File: config.mk
export PLATFORM = sky130hd
export DESIGN_NAME = nic_cmd_ctrl
export DESIGN_NICKNAME = d
export VERILOG_FILES = /design/src/rtl/nic_cmd_pkg.sv /design/src/rtl/nic_cmd_decode.sv /design/src/rtl/nic_cmd_fsm.sv /design/src/rtl/nic_evt_status.sv /design/src/rtl/nic_cmd_regs.sv /design/src/rtl/nic_cmd_ctrl.sv
export SDC_FILE = /design/constraint.sdc
export NUM_CORES = 1
export LEC_CHECK = 0
export BUFFER_PORTS_ARGS = -buffer_cell sky130_fd_sc_hd__buf_4
export CAP_MARGIN = 20
export CORE_MARGIN = 5
export CORE_UTILIZATION = 53
export CTS_BUF_LIST = sky130_fd_sc_hd__clkbuf_8 sky130_fd_sc_hd__clkbuf_16
export DETAILED_ROUTE_END_ITERATION = 8
export PLACE_DENSITY = 0.79
export SLEW_MARGIN = 15
export SYNTH_ARGS = -nofsm -noshare
export SYNTH_HDL_FRONTEND = slang
export SYNTH_SLANG_ARGS = --single-unit
File: constraint.sdc
create_clock -name clk -period 5.05 [get_ports clk]
set_input_delay 0.505 -clock clk [delete_from_list [all_inputs] [get_ports clk]]
set_output_delay 0.505 -clock clk [all_outputs]
set_load 0.1 [all_outputs]
File: src/rtl/nic_cmd_pkg.sv
package nic_cmd_pkg;
    localparam int CMD_W = 16;
    localparam int OP_W  = 5;
    localparam int ARG_W = CMD_W - OP_W;
    localparam int WIN_W = 3;
    localparam int EVT_W = 8;
    localparam int THR_N = 3;
    localparam int PAD_W = CMD_W - WIN_W - 1 - EVT_W;

    localparam logic [ARG_W-1:0] THR_OFF = '1;

    // status bit positions
    localparam int BIT_LATCH  = 0;
    localparam int BIT_IRQREQ = 6;

    // bits that can hold a sticky value; bit 0 is derived
    localparam logic [EVT_W-1:0] STICKY_BITS = 8'hFE;
    // bits an event pulse may set; bit 6 is command-only
    localparam logic [EVT_W-1:0] EVENT_SRC   = 8'hBE;

    typedef enum logic [OP_W-1:0] {
        OP_GRESET  = 5'h00,
        OP_WINSEL  = 5'h01,
        OP_RXOFF   = 5'h03,
        OP_RXON    = 5'h04,
        OP_TXON    = 5'h09,
        OP_TXOFF   = 5'h0A,
        OP_IRQREQ  = 5'h0C,
        OP_ACK     = 5'h0D,
        OP_MASK    = 5'h0E,
        OP_THR_RXE = 5'h11,
        OP_THR_TXA = 5'h12,
        OP_THR_TXS = 5'h13
    } opcode_e;

    typedef enum logic {
        ST_RUN  = 1'b0,
        ST_GRST = 1'b1
    } ctl_state_e;

    typedef struct packed {
        logic             grst;
        logic             winsel;
        logic             rx_off;
        logic             rx_on;
        logic             tx_on;
        logic             tx_off;
        logic             irqreq;
        logic             ack;
        logic             mask;
        logic [THR_N-1:0] thr;
    } cmd_strobe_t;
endpackage

File: src/rtl/nic_cmd_decode.sv
module nic_cmd_decode
    import nic_cmd_pkg::*;
(
    input  logic             valid_i,
    input  logic [CMD_W-1:0] cmd_i,
    output cmd_strobe_t      strb_o,
    output logic [ARG_W-1:0] arg_o
);
    logic [OP_W-1:0] op;

    assign op    = cmd_i[CMD_W-1:ARG_W];
    assign arg_o = cmd_i[ARG_W-1:0];

    always_comb begin
        strb_o = '0;
        if (valid_i) begin
            unique case (op)
                OP_GRESET:  strb_o.grst   = 1'b1;
                OP_WINSEL:  strb_o.winsel = 1'b1;
                OP_RXOFF:   strb_o.rx_off = 1'b1;
                OP_RXON:    strb_o.rx_on  = 1'b1;
                OP_TXON:    strb_o.tx_on  = 1'b1;
                OP_TXOFF:   strb_o.tx_off = 1'b1;
                OP_IRQREQ:  strb_o.irqreq = 1'b1;
                OP_ACK:     strb_o.ack    = 1'b1;
                OP_MASK:    strb_o.mask   = 1'b1;
                OP_THR_RXE: strb_o.thr[0] = 1'b1;
                OP_THR_TXA: strb_o.thr[1] = 1'b1;
                OP_THR_TXS: strb_o.thr[2] = 1'b1;
                default:    strb_o = '0;
            endcase
        end
    end
endmodule

File: src/rtl/nic_cmd_fsm.sv
module nic_cmd_fsm
    import nic_cmd_pkg::*;
#(
    parameter int RST_CYC = 200000
) (
    input  logic clk,
    input  logic rst_n,
    input  logic cmd_we,
    input  logic grst_i,
    output logic accept_o,
    output logic busy_o
);
    localparam int CNT_W = (RST_CYC > 1) ? $clog2(RST_CYC) : 1;
    localparam logic [CNT_W-1:0] CNT_LOAD = CNT_W'(RST_CYC - 1);

    ctl_state_e       state_q, state_d;
    logic [CNT_W-1:0] cnt_q, cnt_d;

    // next-state logic
    always_comb begin
        state_d = state_q;
        cnt_d   = cnt_q;
        unique case (state_q)
            ST_RUN: begin
                if (grst_i) begin
                    state_d = ST_GRST;
                    cnt_d   = CNT_LOAD;
                end
            end
            ST_GRST: begin
                if (cnt_q == '0) begin
                    state_d = ST_RUN;
                end else begin
                    cnt_d = cnt_q - 1'b1;
                end
            end
            default: state_d = ST_RUN;
        endcase
    end

    // state register
    always_ff @(posedge clk or negedge rst_n) begin
        if (!rst_n) begin
            state_q <= ST_RUN;
            cnt_q   <= '0;
        end else begin
            state_q <= state_d;
            cnt_q   <= cnt_d;
        end
    end

    // outputs
    always_comb begin
        busy_o   = (state_q == ST_GRST);
        accept_o = cmd_we && (state_q == ST_RUN);
    end
endmodule

File: src/rtl/nic_evt_status.sv
module nic_evt_status
    import nic_cmd_pkg::*;
(
    input  logic             clk,
    input  logic             rst_n,
    input  logic             clear_i,
    input  logic             hold_i,
    input  logic [EVT_W-1:0] event_i,
    input  logic             irqreq_i,
    input  logic             ack_i,
    input  logic             mask_ld_i,
    input  logic [EVT_W-1:0] arg_i,
    output logic [EVT_W-1:0] bits_o,
    output logic             irq_o
);
    logic [EVT_W-1:0] sticky_q, mask_q;
    logic [EVT_W-1:0] set_v, clr_v;
    logic             latch;

    always_comb begin
        set_v = hold_i ? '0 : (event_i & EVENT_SRC);
        if (irqreq_i) begin
            set_v[BIT_IRQREQ] = 1'b1;
        end
        clr_v = ack_i ? (arg_i & STICKY_BITS) : '0;
    end

    // a set in the same cycle as an acknowledge wins
    always_ff @(posedge clk or negedge rst_n) begin
        if (!rst_n) begin
            sticky_q <= '0;
        end else if (clear_i) begin
            sticky_q <= '0;
        end else begin
            sticky_q <= (set_v | (sticky_q & ~clr_v)) & STICKY_BITS;
        end
    end

    always_ff @(posedge clk or negedge rst_n) begin
        if (!rst_n) begin
            mask_q <= '0;
        end else if (clear_i) begin
            mask_q <= '0;
        end else if (mask_ld_i) begin
            mask_q <= arg_i & STICKY_BITS;
        end
    end

    assign latch = |(sticky_q & mask_q);

    always_comb begin
        bits_o            = sticky_q;
        bits_o[BIT_LATCH] = latch;
        irq_o             = latch;
    end
endmodule

File: src/rtl/nic_cmd_regs.sv
module nic_cmd_regs
    import nic_cmd_pkg::*;
(
    input  logic                   clk,
    input  logic                   rst_n,
    input  logic                   clear_i,
    input  cmd_strobe_t            strb_i,
    input  logic [ARG_W-1:0]       arg_i,
    output logic [WIN_W-1:0]       win_o,
    output logic                   rx_en_o,
    output logic                   tx_en_o,
    output logic [THR_N*ARG_W-1:0] thr_o,
    output logic [THR_N-1:0]       thr_off_o
);
    always_ff @(posedge clk or negedge rst_n) begin
        if (!rst_n) begin
            win_o   <= '0;
            rx_en_o <= 1'b0;
            tx_en_o <= 1'b0;
        end else if (clear_i) begin
            win_o   <= '0;
            rx_en_o <= 1'b0;
            tx_en_o <= 1'b0;
        end else begin
            if (strb_i.winsel) win_o   <= arg_i[WIN_W-1:0];
            if (strb_i.rx_on)  rx_en_o <= 1'b1;
            if (strb_i.rx_off) rx_en_o <= 1'b0;
            if (strb_i.tx_on)  tx_en_o <= 1'b1;
            if (strb_i.tx_off) tx_en_o <= 1'b0;
        end
    end

    for (genvar i = 0; i < THR_N; i++) begin : g_thr
        logic [ARG_W-1:0] val_q;

        always_ff @(posedge clk or negedge rst_n) begin
            if (!rst_n) begin
                val_q <= THR_OFF;
            end else if (clear_i) begin
                val_q <= THR_OFF;
            end else if (strb_i.thr[i]) begin
                val_q <= arg_i;
            end
        end

        assign thr_o[i*ARG_W +: ARG_W] = val_q;
        assign thr_off_o[i]            = (val_q == THR_OFF);
    end
endmodule

File: src/rtl/nic_cmd_ctrl.sv
module nic_cmd_ctrl
    import nic_cmd_pkg::*;
#(
    parameter int RST_CYC = 200000
) (
    input  logic        clk,
    input  logic        rst_n,
    input  logic        cmd_we,
    input  logic [15:0] cmd_data,
    input  logic [7:0]  event_i,
    output logic [15:0] status_o,
    output logic        irq_o,
    output logic        rx_en_o,
    output logic        tx_en_o,
    output logic [10:0] thr_rxe_o,
    output logic [10:0] thr_txa_o,
    output logic [10:0] thr_txs_o,
    output logic [2:0]  thr_off_o
);
    logic                   accept;
    logic                   busy;
    cmd_strobe_t            strb;
    logic [ARG_W-1:0]       arg;
    logic [WIN_W-1:0]       win;
    logic [EVT_W-1:0]       evt_bits;
    logic [THR_N*ARG_W-1:0] thr_all;

    nic_cmd_fsm #(.RST_CYC(RST_CYC)) u_fsm (
        .clk      (clk),
        .rst_n    (rst_n),
        .cmd_we   (cmd_we),
        .grst_i   (strb.grst),
        .accept_o (accept),
        .busy_o   (busy)
    );

    nic_cmd_decode u_dec (
        .valid_i (accept),
        .cmd_i   (cmd_data),
        .strb_o  (strb),
        .arg_o   (arg)
    );

    nic_evt_status u_evt (
        .clk       (clk),
        .rst_n     (rst_n),
        .clear_i   (strb.grst),
        .hold_i    (busy),
        .event_i   (event_i),
        .irqreq_i  (strb.irqreq),
        .ack_i     (strb.ack),
        .mask_ld_i (strb.mask),
        .arg_i     (arg[EVT_W-1:0]),
        .bits_o    (evt_bits),
        .irq_o     (irq_o)
    );

    nic_cmd_regs u_regs (
        .clk       (clk),
        .rst_n     (rst_n),
        .clear_i   (strb.grst),
        .strb_i    (strb),
        .arg_i     (arg),
        .win_o     (win),
        .rx_en_o   (rx_en_o),
        .tx_en_o   (tx_en_o),
        .thr_o     (thr_all),
        .thr_off_o (thr_off_o)
    );

    assign thr_rxe_o = thr_all[0*ARG_W +: ARG_W];
    assign thr_txa_o = thr_all[1*ARG_W +: ARG_W];
    assign thr_txs_o = thr_all[2*ARG_W +: ARG_W];

    assign status_o = {win, busy, {PAD_W{1'b0}}, evt_bits};
endmodule

==> results by group <==
STA
  – PnR worst setup slack: 2.52 ns
  – Worst hold margin: approximately 0.26 ns
  – Post-Route Skew: about 0.0077 ns
  – Fin crit period: approximately 2.5 ns
  – Final Hold Viols: 0
  – Relative slew slack: between 30 and 40%
  – Post-route clock period utilization: 50.1%
  – Maximum achievable frequency: just under 0.4 GHz
  – Least-Margin Pin Slew: 1.00 ns
  – RSZ-0062 raised after global routing: no
  – Final Max Slew Viols: 0
  – Setup TNS Final: 0 ns
  – # setup viols final: 0

Pwr
  – Sw frac: 27.6%
  – Logic gate share of total power: 11.3%
  – Internal power: 864 uW
  – Clk network pwr share: roughly 40%
  – Part of the power in registers: approximately half
  – Leakage: approximately 0.002 uW
  – Pwr per Cell Area: 279 mW/mm2
  – Max IR drop VDD: 175 uV
  – Switching pwr: 330 uW

Die
  – I/O pins: 82
  – Die W: 92.0 um
  – Effective utilization at floorplan: 55.1%
  – Core ar.: 0.00646 mm2
  – Site Rows: 29
  – Total Die Area: roughly 0.0085 mm2
  – Die Y: approximately 92 um

Routing
  – Via count: 3,001
  – Routed WL per cell: 17.4 um
  – DRC: 0
  – DR vias/cell: 5.94
  – Initial DRC Count: roughly 240
  – DRT Pass-1 Iters: 5
  – Post-route ant nets: 0
  – Total length of routed wires: 8.77 mm

Yosys
  – Post-synthesis sequential area ratio: 51.1%
  – Cell variety after synth: 49
  – Syn_area_per_cell: 9.95 um2
  – Gate Count Post-Synth: 358
  – Warnings from Yosys: 0
  – Post-synthesis register bit count: 71
  – Synthesized cell area: approximately 0.0036 mm2

Setup path
  – Startpoint types: register
  – Arrival time at the worst endpoint: 2.78 ns
  – Worst-path cell chain: nor4b_1 > nand4_1 > o211ai_1
  – Critical path peak fanout: 17
  – Worst R2R Setup Slack: 2.52 ns
  – Slowest CP cell: nand4_1
  – R2r worst-path depth: 3
  – Crit end category: register
  – Reg2reg start: u_fsm.busy_o$_DFF_PN0_
  – CP Class: reg2reg
  – Worst path max stage delay: roughly 0.77 ns
  – Reg2reg end: u_regs.g_thr[2].val_q[2]$_DFFE_PN1P_
  – CP Launch Point: u_fsm.busy_o$_DFF_PN0_
  – Worst Path Required: 5.30 ns

Clock network
  – Hold_buf cts: 0
  – Setup Buffers After CTS: 0
  – Num CTS Buffers: 9
  – Worst skew pair latency: 0.35 ns
  – Clk sink count: 71
  – CTS tree: built
  – Clk buf depth: 2
  – Clock Pin Slew Worst Setup and Hold Paths: around 0.08 ns
  – Root Buffer: clkbuf_8
  – H-tree lvl count: 3
  – # resized after CTS: 0

Global routing
  – Total global-route track usage: around a fifth
  – Largest net degree at the start of global routing: 72
  – Initial antenna violation count: 0
  – First-pass GRT wire length: 14.2 mm
  – Vias in the first global route: between 2,000 and 3,000
  – Grt ovf: 0

Place
  – PortBufs: 75
  – Post-DP HPWL: roughly 6.2 mm
  – RD Place Congestion: 0.909
  – Setup WS pre-CTS: 2.46 ns
  – Dpl cells: 489

Min path
  – Hold Crit Class: in2async

Finish
  – Final core occ: about two thirds
  – Area grow syn2layout: 20.1%
  – Non-filler cells, final: 505
  – Final nets: 451
  – Share of cells above drive strength 1: 32.9%
  – Antenna cells: 0

Run
  – Max Cap Violations: 0

Outcome
  – Status: completed
==> final cells by class <==
| cell class | instances | area (um2) |
|---|---|---|
| Clock inverter | 6 | 56.3 |
| Tap cell | 77 | 96.3 |
| Fill cell | 512 | 2180 |
| Inverter | 13 | 48.8 |
| Timing Repair Buffer | 75 | 563 |
| Clock buffer | 10 | 149 |
| Sequential cell | 71 | 1820 |
| Multi-Input combinational cell | 253 | 1550 |
==> cell families (layout without fill, tap and decap cells) <==
logic type	Yosys count	in the layout	share of synthesized area (%)
simple gates	163	163	24.9
flops	71	71	51.1
compound gates	67	67	12.5
buf+inv	37	104	6.08
mux	17	17	4.78
fa+ha+maj	1	1	0.351
other cells	1	4	0.105
xor+xnor	1	1	0.246
==> worst max-delay path by stage <==
| stage | cells past startpoint | end |
|---|---|---|
| floorplan | 2 | thr_off_o[0] |
| global placement | 5 | u_regs.g_thr[2].val_q[6]$_DFFE_PN1P_ |
| detailed placement | 4 | u_regs.g_thr[2].val_q[2]$_DFFE_PN1P_ |
| CTS | 3 | u_regs.g_thr[2].val_q[2]$_DFFE_PN1P_ |
| global route | 4 | u_regs.g_thr[2].val_q[10]$_DFFE_PN1P_ |
| finish | 3 | u_regs.g_thr[2].val_q[2]$_DFFE_PN1P_ |
==> placed cells by master (no fill, tap or decap), types with 3 or more instances in the layout <==
cell type / Yosys / final
buf_4: 6 / 75
nand2_1: 62 / 62
dfrtp_1: 38 / 38
dfstp_2: 33 / 33
o21ai_0: 21 / 21
o211ai_1: 18 / 18
nor2_1: 17 / 17
mux2i_1: 17 / 17
inv_1: 13 / 14
nand3_1: 12 / 12
nand4_1: 11 / 11
nor3_1: 11 / 11
nand3_2: 11 / 11
a21oi_1: 10 / 10
clkbuf_8: 0 / 9
nand2b_1: 6 / 6
or3_1: 5 / 5
conb_1: 1 / 4
a22oi_1: 3 / 3
nor4_1: 3 / 3
nand4b_1: 3 / 3
nor4b_1: 3 / 3
o211ai_2: 3 / 3
and3_1: 3 / 3
or4_1: 3 / 3
==> stage by stage <==
step                      total power, uW  cell area [um2]
after floorplan                       685             3570
after global placement                730             4070
after detailed placement              732             4070
after CTS                            1200             4280
after global routing                 1230             4280
final                                1190             4280
==> per-layer routing <==
layer	track usage, %	share of wire, %
met1	28.9	45
met2	32.3	46
met5	0	0
met3	4.99	6.4
met4	8.54	2.1
==> worst max-delay path: cells and delay by family, from the launching register on <==
kind,cells,cell delay [ns]
simple gates,2,1.41
flops,1,0.55
compound gates,1,0.47
==> sequential cells by signal (all words and copies together) (netlist names) <==
signal and flops:
u_fsm.busy_o 1, u_regs.g_thr.val_q 33, u_evt.mask_q 7, u_regs.win_o 3, u_fsm.cnt_q 18, u_regs.rx_en_o 1
u_regs.tx_en_o 1, u_evt.sticky_q 7
==> Yosys cell counts, drive strengths merged <==
master	n	area share (%)
nand2	62	6.5
dfrtp	38	27
dfstp	33	24
nand3	23	4.8
o21ai	22	3.1
o211ai	21	4.8
mux2i	17	4.8
nor2	17	1.8
buf	15	3.8
inv	13	1.4
nand4	11	1.9
nor3	11	1.5
a21oi	10	1.4
clkbuf	9	0.95
nand2b	6	1.1
or3	5	0.88
nor4	4	0.88
or4	4	0.95
a22oi	3	0.63
and3	3	0.53
nand4b	3	0.74
nor4b	3	0.74
a31oi	2	0.35
and4	2	0.49
nor2b	2	0.35
nor3b	2	0.42
o41ai	2	0.49
or4b	2	0.67
a211o	1	0.25
a222oi	1	0.28
a41oi	1	0.25
and2	1	0.18
conb	1	0.11
ha	1	0.35
o21bai	1	0.21
o311ai	1	0.25
o31ai	1	0.21
o32ai	1	0.25
or2	1	0.18
or3b	1	0.25
xnor2	1	0.25
==> power groups by stage <==
stage	Sequential (uW)	Combinational, uW	Clock (uW)
3_5_place_dp	596	135	0
5_1_grt	588	142	502
6_report	587	135	472
3_3_place_gp	596	134	0
4_1_cts	587	135	480
2_1_floorplan	650	35.4	0
Note: power is estimated with default switching activity, not from simulation.
